`src/rtl/fpl_pkg.sv`:
```
`timescale 1ns/1ps
package fpl_pkg;
    localparam int FN_W = 14;

    typedef logic [FN_W-1:0] fnum_t;

    typedef enum logic [1:0] {
        CH_IDLE,
        CH_WAIT,
        CH_DELAY,
        CH_BUSY
    } ch_state_e;

    typedef struct packed {
        logic odd;
        logic in_reach;
        logic asap;
    } pick_t;

    // distance between two adjacent counted units in frame-number space
    function automatic fnum_t fn_step(logic hs);
        return hs ? fnum_t'(1) : fnum_t'(8);
    endfunction

    function automatic logic fn_par(fnum_t fn, logic hs);
        return hs ? fn[0] : fn[3];
    endfunction

    // full-speed numbers carry no microframe bits
    function automatic fnum_t fn_align(fnum_t fn, logic hs);
        return hs ? fn : {fn[FN_W-1:3], 3'b000};
    endfunction
endpackage

```
`src/rtl/fpl_frame_timer.sv`:
```
`timescale 1ns/1ps
module fpl_frame_timer
    import fpl_pkg::*;
#(
    parameter int HS_TICKS = 40,
    parameter int FS_TICKS = 200
) (
    input  logic  clk,
    input  logic  rst,
    input  logic  hs_mode,
    output logic  sof,
    output fnum_t frame_num
);
    localparam int MAXT = (HS_TICKS > FS_TICKS) ? HS_TICKS : FS_TICKS;
    localparam int CW   = $clog2(MAXT);

    logic [CW-1:0] cnt;
    logic [CW-1:0] last;

    assign last = hs_mode ? CW'(HS_TICKS - 1) : CW'(FS_TICKS - 1);

    always_ff @(posedge clk) begin
        if (rst) begin
            cnt       <= '0;
            sof       <= 1'b0;
            frame_num <= '0;
        end else begin
            sof <= 1'b0;
            if (cnt >= last) begin
                cnt       <= '0;
                sof       <= 1'b1;
                frame_num <= frame_num + fn_step(hs_mode);
            end else begin
                cnt <= cnt + 1'b1;
            end
        end
    end

    a_r2_sof_advance: assert property (@(posedge clk) disable iff (rst)
        sof |-> frame_num == $past(frame_num) + fn_step(hs_mode));

    a_r2_sof_single: assert property (@(posedge clk) disable iff (rst)
        sof |=> !sof);

    a_r2_number_steady: assert property (@(posedge clk) disable iff (rst)
        !sof |-> frame_num == $past(frame_num));
endmodule

```
`src/rtl/fpl_parity_pick.sv`:
```
`timescale 1ns/1ps
module fpl_parity_pick
    import fpl_pkg::*;
(
    input  logic  hs_mode,
    input  fnum_t cur_fn,
    input  fnum_t target,
    output pick_t pick
);
    fnum_t tgt;
    fnum_t diff;

    always_comb begin
        tgt           = fn_align(target, hs_mode);
        diff          = tgt - cur_fn;
        pick.odd      = fn_par(tgt, hs_mode);
        pick.in_reach = 1'b0;
        pick.asap     = 1'b0;
        if (diff == '0 || diff == fn_step(hs_mode)) begin
            pick.in_reach = 1'b1;
        end else if (diff[FN_W-1]) begin
            pick.asap = 1'b1;
            pick.odd  = fn_par(cur_fn, hs_mode);
        end
    end
endmodule

```
`src/rtl/fpl_bus_stub.sv`:
```
`timescale 1ns/1ps
module fpl_bus_stub #(
    parameter int XFER_CYC = 4
) (
    input  logic clk,
    input  logic rst,
    input  logic launch,
    output logic done
);
    localparam int CW = $clog2(XFER_CYC + 1);

    logic          active;
    logic [CW-1:0] cnt;

    always_ff @(posedge clk) begin
        if (rst) begin
            active <= 1'b0;
            cnt    <= '0;
            done   <= 1'b0;
        end else begin
            done <= 1'b0;
            if (launch) begin
                active <= 1'b1;
                cnt    <= CW'(XFER_CYC - 1);
            end else if (active) begin
                if (cnt == '0) begin
                    done   <= 1'b1;
                    active <= 1'b0;
                end else begin
                    cnt <= cnt - 1'b1;
                end
            end
        end
    end

    a_r12_done_single: assert property (@(posedge clk) disable iff (rst)
        done |=> !done);

    a_r12_no_done_at_launch: assert property (@(posedge clk) disable iff (rst)
        launch |-> !done);
endmodule

```
`src/rtl/fpl_channel.sv`:
```
`timescale 1ns/1ps
module fpl_channel
    import fpl_pkg::*;
#(
    parameter int LAUNCH_DLY = 2
) (
    input  logic  clk,
    input  logic  rst,
    input  logic  hs_mode,
    input  logic  sof,
    input  fnum_t cur_fn,
    input  logic  chan_en,
    input  logic  arm,
    input  logic  arm_odd,
    input  logic  done,
    output logic  launch,
    output fnum_t used_frame,
    output logic  reject
);
    localparam int DW = $clog2(LAUNCH_DLY + 1);

    ch_state_e     state;
    logic [DW-1:0] dcnt;
    fnum_t         hold_fn;
    fnum_t         last_fn;
    logic          last_vld;
    logic          req_odd;

    logic  match;
    fnum_t land_fn;
    logic  clash;
    logic  accept;

    always_comb begin
        match   = (arm_odd == fn_par(cur_fn, hs_mode));
        land_fn = match ? cur_fn : cur_fn + fn_step(hs_mode);
        clash   = last_vld && (land_fn == last_fn);
        accept  = arm && chan_en && (state == CH_IDLE) && !clash;
    end

    always_ff @(posedge clk) begin
        if (rst) begin
            state      <= CH_IDLE;
            dcnt       <= '0;
            hold_fn    <= '0;
            last_fn    <= '0;
            last_vld   <= 1'b0;
            req_odd    <= 1'b0;
            launch     <= 1'b0;
            used_frame <= '0;
            reject     <= 1'b0;
        end else begin
            launch <= 1'b0;
            reject <= arm && !accept;
            unique case (state)
                CH_IDLE: begin
                    if (accept) begin
                        req_odd <= arm_odd;
                        if (match) begin
                            state   <= CH_DELAY;
                            dcnt    <= DW'(LAUNCH_DLY - 1);
                            hold_fn <= cur_fn;
                        end else begin
                            state <= CH_WAIT;
                        end
                    end
                end
                CH_WAIT: begin
                    if (!chan_en) begin
                        state <= CH_IDLE;
                    end else if (sof) begin
                        state   <= CH_DELAY;
                        dcnt    <= DW'(LAUNCH_DLY - 1);
                        hold_fn <= cur_fn;
                    end
                end
                CH_DELAY: begin
                    if (!chan_en) begin
                        state <= CH_IDLE;
                    end else if (dcnt == '0) begin
                        launch     <= 1'b1;
                        used_frame <= hold_fn;
                        last_fn    <= hold_fn;
                        last_vld   <= 1'b1;
                        state      <= CH_BUSY;
                    end else begin
                        dcnt <= dcnt - 1'b1;
                    end
                end
                CH_BUSY: begin
                    if (done) state <= CH_IDLE;
                end
                default: state <= CH_IDLE;
            endcase
        end
    end

    // the frame used always carries the requested parity
    a_r5_lands_on_parity: assert property (@(posedge clk) disable iff (rst)
        launch |-> fn_par(used_frame, hs_mode) == req_odd);

    a_r10_busy_refused: assert property (@(posedge clk) disable iff (rst)
        (arm && state != CH_IDLE) |=> reject);

    a_r11_cancel_clean: assert property (@(posedge clk) disable iff (rst)
        (state == CH_WAIT && !chan_en) |=> (state == CH_IDLE && !launch));

    a_r3_launch_single: assert property (@(posedge clk) disable iff (rst)
        launch |=> !launch);
endmodule

```
`src/rtl/fpl_launcher.sv`:
```
`timescale 1ns/1ps
module fpl_launcher
    import fpl_pkg::*;
#(
    parameter int HS_TICKS   = 40,
    parameter int FS_TICKS   = 200,
    parameter int LAUNCH_DLY = 2,
    parameter int XFER_CYC   = 4
) (
    input  logic        clk,
    input  logic        rst,
    input  logic        hs_mode,
    input  logic        chan_en,
    input  logic        arm,
    input  logic        arm_odd,
    input  logic [13:0] pick_target,
    output logic        sof,
    output logic [13:0] frame_num,
    output logic        launch,
    output logic        done,
    output logic [13:0] used_frame,
    output logic        reject,
    output logic        pick_odd,
    output logic        pick_ok,
    output logic        pick_asap
);
    fnum_t fn_cur;
    fnum_t fn_used;
    pick_t pick;

    fpl_frame_timer #(
        .HS_TICKS (HS_TICKS),
        .FS_TICKS (FS_TICKS)
    ) u_timer (
        .clk       (clk),
        .rst       (rst),
        .hs_mode   (hs_mode),
        .sof       (sof),
        .frame_num (fn_cur)
    );

    fpl_parity_pick u_pick (
        .hs_mode (hs_mode),
        .cur_fn  (fn_cur),
        .target  (pick_target),
        .pick    (pick)
    );

    fpl_channel #(
        .LAUNCH_DLY (LAUNCH_DLY)
    ) u_chan (
        .clk        (clk),
        .rst        (rst),
        .hs_mode    (hs_mode),
        .sof        (sof),
        .cur_fn     (fn_cur),
        .chan_en    (chan_en),
        .arm        (arm),
        .arm_odd    (arm_odd),
        .done       (done),
        .launch     (launch),
        .used_frame (fn_used),
        .reject     (reject)
    );

    fpl_bus_stub #(
        .XFER_CYC (XFER_CYC)
    ) u_bus (
        .clk    (clk),
        .rst    (rst),
        .launch (launch),
        .done   (done)
    );

    assign frame_num  = fn_cur;
    assign used_frame = fn_used;
    assign pick_odd   = pick.odd;
    assign pick_ok    = pick.in_reach;
    assign pick_asap  = pick.asap;

    a_r8_asap_current: assert property (@(posedge clk) disable iff (rst)
        pick_asap |-> (pick_odd == fn_par(fn_cur, hs_mode) && !pick_ok));

    a_r7_reach_parity: assert property (@(posedge clk) disable iff (rst)
        pick_ok |-> pick_odd == fn_par(fn_align(pick_target, hs_mode), hs_mode));
endmodule

```
`config.mk`:
```
export PLATFORM = sky130hd
export DESIGN_NAME = fpl_launcher
export DESIGN_NICKNAME = d
export VERILOG_FILES = /design/src/rtl/fpl_pkg.sv /design/src/rtl/fpl_frame_timer.sv /design/src/rtl/fpl_parity_pick.sv /design/src/rtl/fpl_bus_stub.sv /design/src/rtl/fpl_channel.sv /design/src/rtl/fpl_launcher.sv
export SDC_FILE = /design/constraint.sdc
export NUM_CORES = 1
export LEC_CHECK = 0
export ABC_AREA = 1
export BUFFER_PORTS_ARGS = -buffer_cell sky130_fd_sc_hd__buf_2
export CORE_ASPECT_RATIO = 1.4
export CORE_UTILIZATION = 50
export CTS_BUF_LIST = sky130_fd_sc_hd__clkbuf_4
export DETAILED_ROUTE_END_ITERATION = 16
export PLACE_DENSITY = 0.73
export REMOVE_ABC_BUFFERS = 1
export SYNTH_ARGS = -nofsm -noshare
export SYNTH_HDL_FRONTEND = slang
export SYNTH_SLANG_ARGS = --single-unit
```
`constraint.sdc`:
```
create_clock -name clk -period 7.45 [get_ports clk]
set_input_delay 1.49 -clock clk [delete_from_list [all_inputs] [get_ports clk]]
set_output_delay 1.49 -clock clk [all_outputs]
set_load 0.03 [all_outputs]
```
# Word-level counts from Yosys, hierarchy flattened
# Index checks and enable logic that the tools add are counted.
# totals
out_inout_bits	35
input_bits	20
reg_bits	63
# op_classes
muxes	40
reduce_logical	25
n_bitwise	4
order_cmp	1
eq_ne	16
n_addsub	5
# ops
op	n
14-bit 2-to-1 mux	5
2-bit 2-to-1 mux	16
14-bit equality test	2
14-bit one-hot mux with 2 select lines	1
14-bit adder	1
14-bit zero test	1
14-bit subtractor	1
1-bit 2-to-1 mux	13
2-bit != test, second input constant	5
8-bit by 1-bit adder with 8-bit output, second input constant	1
8-bit >= comparator	1
8-bit 2-to-1 mux	1
2-bit one-hot mux with 4 select lines	1
7-bit AND reduction	1
2-bit by 1-bit != test with 1-bit output, second input constant	3
2-bit one-hot mux with 3 select lines	1
3-bit OR reduction	2
1-bit logical AND	5
5-bit AND reduction	1
2-bit equality test, second input constant	2
2-bit zero test	2
4-bit 2-to-1 mux	1
1-bit NOT	4
2-bit AND reduction	2
15 further kinds	18

# Depth between registers and ports, before layout
# logic_depth
word_depth	9
depth_mapped	22

# By module
# A second synthesis with hierarchy kept.
# unflattened
cells_unflattened	758
area_unflattened_um2	4722.0
# by_module_without_submodules
module	seq_area_each_um2	cells_each	area_each_um2	n_inst
fpl_channel	700.7	358	2217.1	1
fpl_frame_timer	460.4	186	1332.5	1
fpl_parity_pick	0.0	182	917.1	1
fpl_bus_stub	100.1	32	255.2	1

# Worst setup path before layout
# OpenSTA, ideal clock, no wires.
# synth_path
kind	input port to output port
from	input pick_target[2]
to	output pick_odd
n_path_buf	0
required_time_ns	5.960
stages	13
t_arrival_ns	3.816
slack_ns	2.144
path_cell_list	nand2_1 > inv_1 > ha_1 > nand3_1 > nand2_1 > nand4_1 > nand2_1 > nand2_1 > o211ai_1 > nand2_1 > o21ai_0 > xor2_1 > o21ai_0
# synth_via
elab_chain_cells	5
# synth_rtl
element	line_no	text
from (decl)	fpl_launcher.sv:16	input logic [13:0] pick_target,
3-bit 2-to-1 mux *	fpl_pkg.sv:31	return hs ? fn : {fn[FN_W-1:3], 3'b000};
14-bit subtractor *	fpl_parity_pick.sv:15	diff = tgt - cur_fn;
14-bit equality test or 14-bit zero test (tied branches)	fpl_parity_pick.sv:19	if (diff == '0 || diff == fn_step(hs_mode)) begin
1-bit logical OR	fpl_parity_pick.sv:19	
1-bit 2-to-1 mux *	fpl_parity_pick.sv:19	
to (decl)	fpl_launcher.sv:23	output logic pick_odd,
# Every way passes the cells marked *; elsewhere a longest branch is shown, timed or not.

# Final worst setup path
# layout_path
from	input hs_mode
to	output pick_odd
# layout_via
elab_chain_cells	5
# layout_rtl
element	line_no	text
from (decl)	fpl_launcher.sv:12	input logic hs_mode,
3-bit 2-to-1 mux	fpl_pkg.sv:31	
14-bit subtractor	fpl_parity_pick.sv:15	
14-bit equality test or 14-bit zero test (tied branches)	fpl_parity_pick.sv:19	
1-bit logical OR	fpl_parity_pick.sv:19	
1-bit 2-to-1 mux *	fpl_parity_pick.sv:19	
# Marked as above.

==> impl_metrics.yaml <==
run_status:
  status: "complete, no violations"
worst_setup_path:
  cp-end-kind: "primary output"
  path_cells: "buf_2 -> nand2_1 -> inv_1 -> ha_1 -> nand3_1 -> nand2_1 -> nand4_1 -> nand2_1 -> nand2_1 -> o211ai_1 -> nand2_1 -> o21ai_0 -> xor2_1 -> nand3_1 -> o21ai_0 -> buf_2"
  r2r_cells: 19
  path_max_fanout: 10
  cp-start-kind: "primary input"
  path_buf_inv: 3
  arrival_ns: 3.97
  r2r-start: "u_timer.frame_num[0]"
  cp_num_cells: 16
  timing.rr.end: "u_chan.hold_fn[1]"
  cp.required_ns: 5.96
  cp_top_family: "simple AND/OR/NAND/NOR gates"
  cp_slowest_cell: "xor2_1"
  r2r_slack_ns: 4.50
  crit_type: "in -> out"
  crit_path_frequent_cell: "nand2_1"
  cp_slowest_stage_delay_ns: 0.40
layout:
  area_growth_pct: 9.20
  fillers: 845
  layout_commonest_cell: "nand2_1"
  instances_no_fill: 778
  seq_area_mm2: 0.00126
  nets: 719
  drive_above_1_share_pct: 11.7
  final_cell_mix: "nand2_1 (154), nand3_1 (87), inv_1 (77)"
  diodes: 0
  design_area_mm2: 0.00448
  multi_input_area_mm2: 0.00244
pwr:
  p_leak_nw: 2.15
  power_mw: 0.809
  peakVddDrop_uv: 132
  p_per_area_mw_per_mm2: 180
route:
  num_vias: 4237
  antenna_left: 0
  first_pass_iters: 5
  wirelength_mm: 10.2
  drt_iter0_drc: 290
  drc: 0
  post_drt_wl_per_cell_um: 13.1
  avgViaCountPerCell: 5.45
clocking:
  clock-sinks: 63
  clk_path_buf_depth: 2
  clockRootBuffer: "clkbuf_4"
  ctsResizeCount: 0
  htree_levels: 3
  holdBufCountCts: 0
  cts_made_buffers: 9
  clk_pin_slew_ns: 0.09
  clkLatencyLatePin_ns: 0.44
  post_cts_buffers: 0
  cts_tree: "built"
yosys:
  synth_ff_type: "dfxtp_1"
  synthArstFlopShare_pct: 0
  ys_seq_area_share_pct: 30.7
  synth.distinct_cells: 37
  synth_cells: 629
  syn_area_per_cell_um2: 6.53
  synth-edff-count: 0
  synth_seq_cells: 63
  synth.cell_area_mm2: 0.00411
  yosysWarnings: 0
timing:
  fin_tns_setup_ns: 0
  worst_slack_ns: 1.99
  rsz0062_at_grt: "false"
  fin_crit_ns: 5.46
  relSlewSlack_pct: 35.7
  hold_violations: 0
  timing.final.crit_share_pct: 73.2
  fmaxAchievable_ghz: 0.183
  finalClockSkew_ns: 0.0151
  worst-slew-pin-transition_ns: 0.964
  slew_viol_final: 0
  setup_viol: 0
global_routing:
  grt_pass1_vias: 3850
  grt_max_degree: 35
  grt_first_pass_wirelength_mm: 17.0
  grt_usage_pct: 25.4
  grt_overflow: 0
  antenna_found_initial: 0
min_path:
  hp-class: "reg -> reg"
  hold_path_depth: 1
  hp-start: "u_timer.cnt[0]"
  hold_end: "u_timer.cnt[0]"
job:
  cap_violations: 0
floorplan:
  die_w_um: 78.6
  io_pins: 55
  die_area_mm2: 0.00858
  core_mm2: 0.00785
  die_height_um: 109
  num_rows: 38
  initial_utilization_pct: 52.3
place:
  place_area_mm2: 0.00439
  dp.cells: 764
  dp_hpwl_mm: 7.74
  place_ws_ns: 2.01
  finalWeightedCongestion: 0.874
  io_buffers: 54
-- how the worst max path moves through the flow --
stage | start | to
floorplan | pick_target[2] | pick_odd
global placement | hs_mode | pick_odd
detailed placement | hs_mode | pick_odd
CTS | hs_mode | pick_odd
global route | hs_mode | pick_odd
finish | hs_mode | pick_odd
-- registers in the layout, summed over array words and instances, names as in the netlist --
signal and count:
u_chan.hold_fn 14, u_chan.launch 1, u_chan.last_vld 1, u_timer.frame_num 14, u_chan.used_frame 14, u_bus.active 1, u_chan.dcnt 2, u_bus.done 1
u_timer.sof 1, u_chan.reject 1, u_timer.cnt 8, u_bus.cnt 3, u_chan.state 2
-- stage by stage --
step | utilization, % | hold WS (ns)
after floorplan | - | 0.418
after detailed placement | 55.9 | 0.447
after global routing | 57.2 | 0.501
final | 57.2 | 0.455
after global placement | 55.9 | 0.426
after CTS | 57.2 | 0.464
-- cell families (layout without fill, tap and decap cells) --
family | count (synthesis) | count (layout) | share of synthesized area, %
xor gates and xnor gates | 14 | 14 | 2.99
DFF | 63 | 63 | 30.7
and+or+nand+nor | 330 | 330 | 35.4
adders and majority gates | 24 | 24 | 7.50
buffers and inverters | 97 | 146 | 9.87
AOI/OAI and AO/OA | 101 | 101 | 13.5
-- cell usage after synthesis, types with 3 or more instances --
| cell | count | area share (%) |
|---|---|---|
| xor2_1 | 10 | 2.1 |
| o21ai_0 | 31 | 3.8 |
| a21oi_1 | 47 | 5.7 |
| clkbuf_1 | 10 | 0.91 |
| or2_2 | 3 | 0.46 |
| buf_6 | 3 | 0.82 |
| nand2_1 | 154 | 14 |
| xnor2_1 | 4 | 0.85 |
| nor3b_1 | 5 | 0.91 |
| o211ai_1 | 4 | 0.73 |
| nor2_1 | 65 | 5.9 |
| o22ai_1 | 7 | 1.1 |
| buf_2 | 3 | 0.37 |
| nand4_1 | 8 | 1.2 |
| nand3_1 | 87 | 11 |
| inv_1 | 77 | 7.0 |
| dfxtp_1 | 63 | 31 |
| ha_1 | 23 | 7.0 |
-- per-layer routing --
layer / routed length [um] / GRT usage [%]
met5: 0 / 0
met2: 5010 / 44.8
met1: 4400 / 29.4
met3: 536 / 3.85
met4: 278 / 13.2
-- power by group --
part / switching (mW) / internal (mW)
clock network: 0.120 / 0.0698
logic: 0.152 / 0.0785
registers: 0.0186 / 0.369
-- layout make-up --
cell class / instances / share of cell area (%)
Sequential cell: 63 / 28.1
Multi-Input combinational cell: 469 / 54.4
Clock buffer: 11 / 1.84
Clock inverter: 3 / 0.279
Tap cell: 100 / 2.79
Inverter: 78 / 6.53
Timing Repair Buffer: 54 / 6.03
-- worst register-to-register path, cell delays in order, from the launching register on --
cell and delay (ns):
dfxtp_1 0.48, ha_1 0.30, ha_1 0.24, nand3_1 0.11, nand2_1 0.16, nand2_1 0.09, inv_1 0.11, nand3_1 0.08
nand2_1 0.08, nand3_1 0.13, o21ai_0 0.12, nand2_1 0.07, nand2_1 0.07, nor2_1 0.04, nand2_1 0.11, nand2_2 0.09
nand2_4 0.29, nand3_1 0.13, nand2_1 0.10, nor2_1 0.05
(Power assumes the default switching activity.)
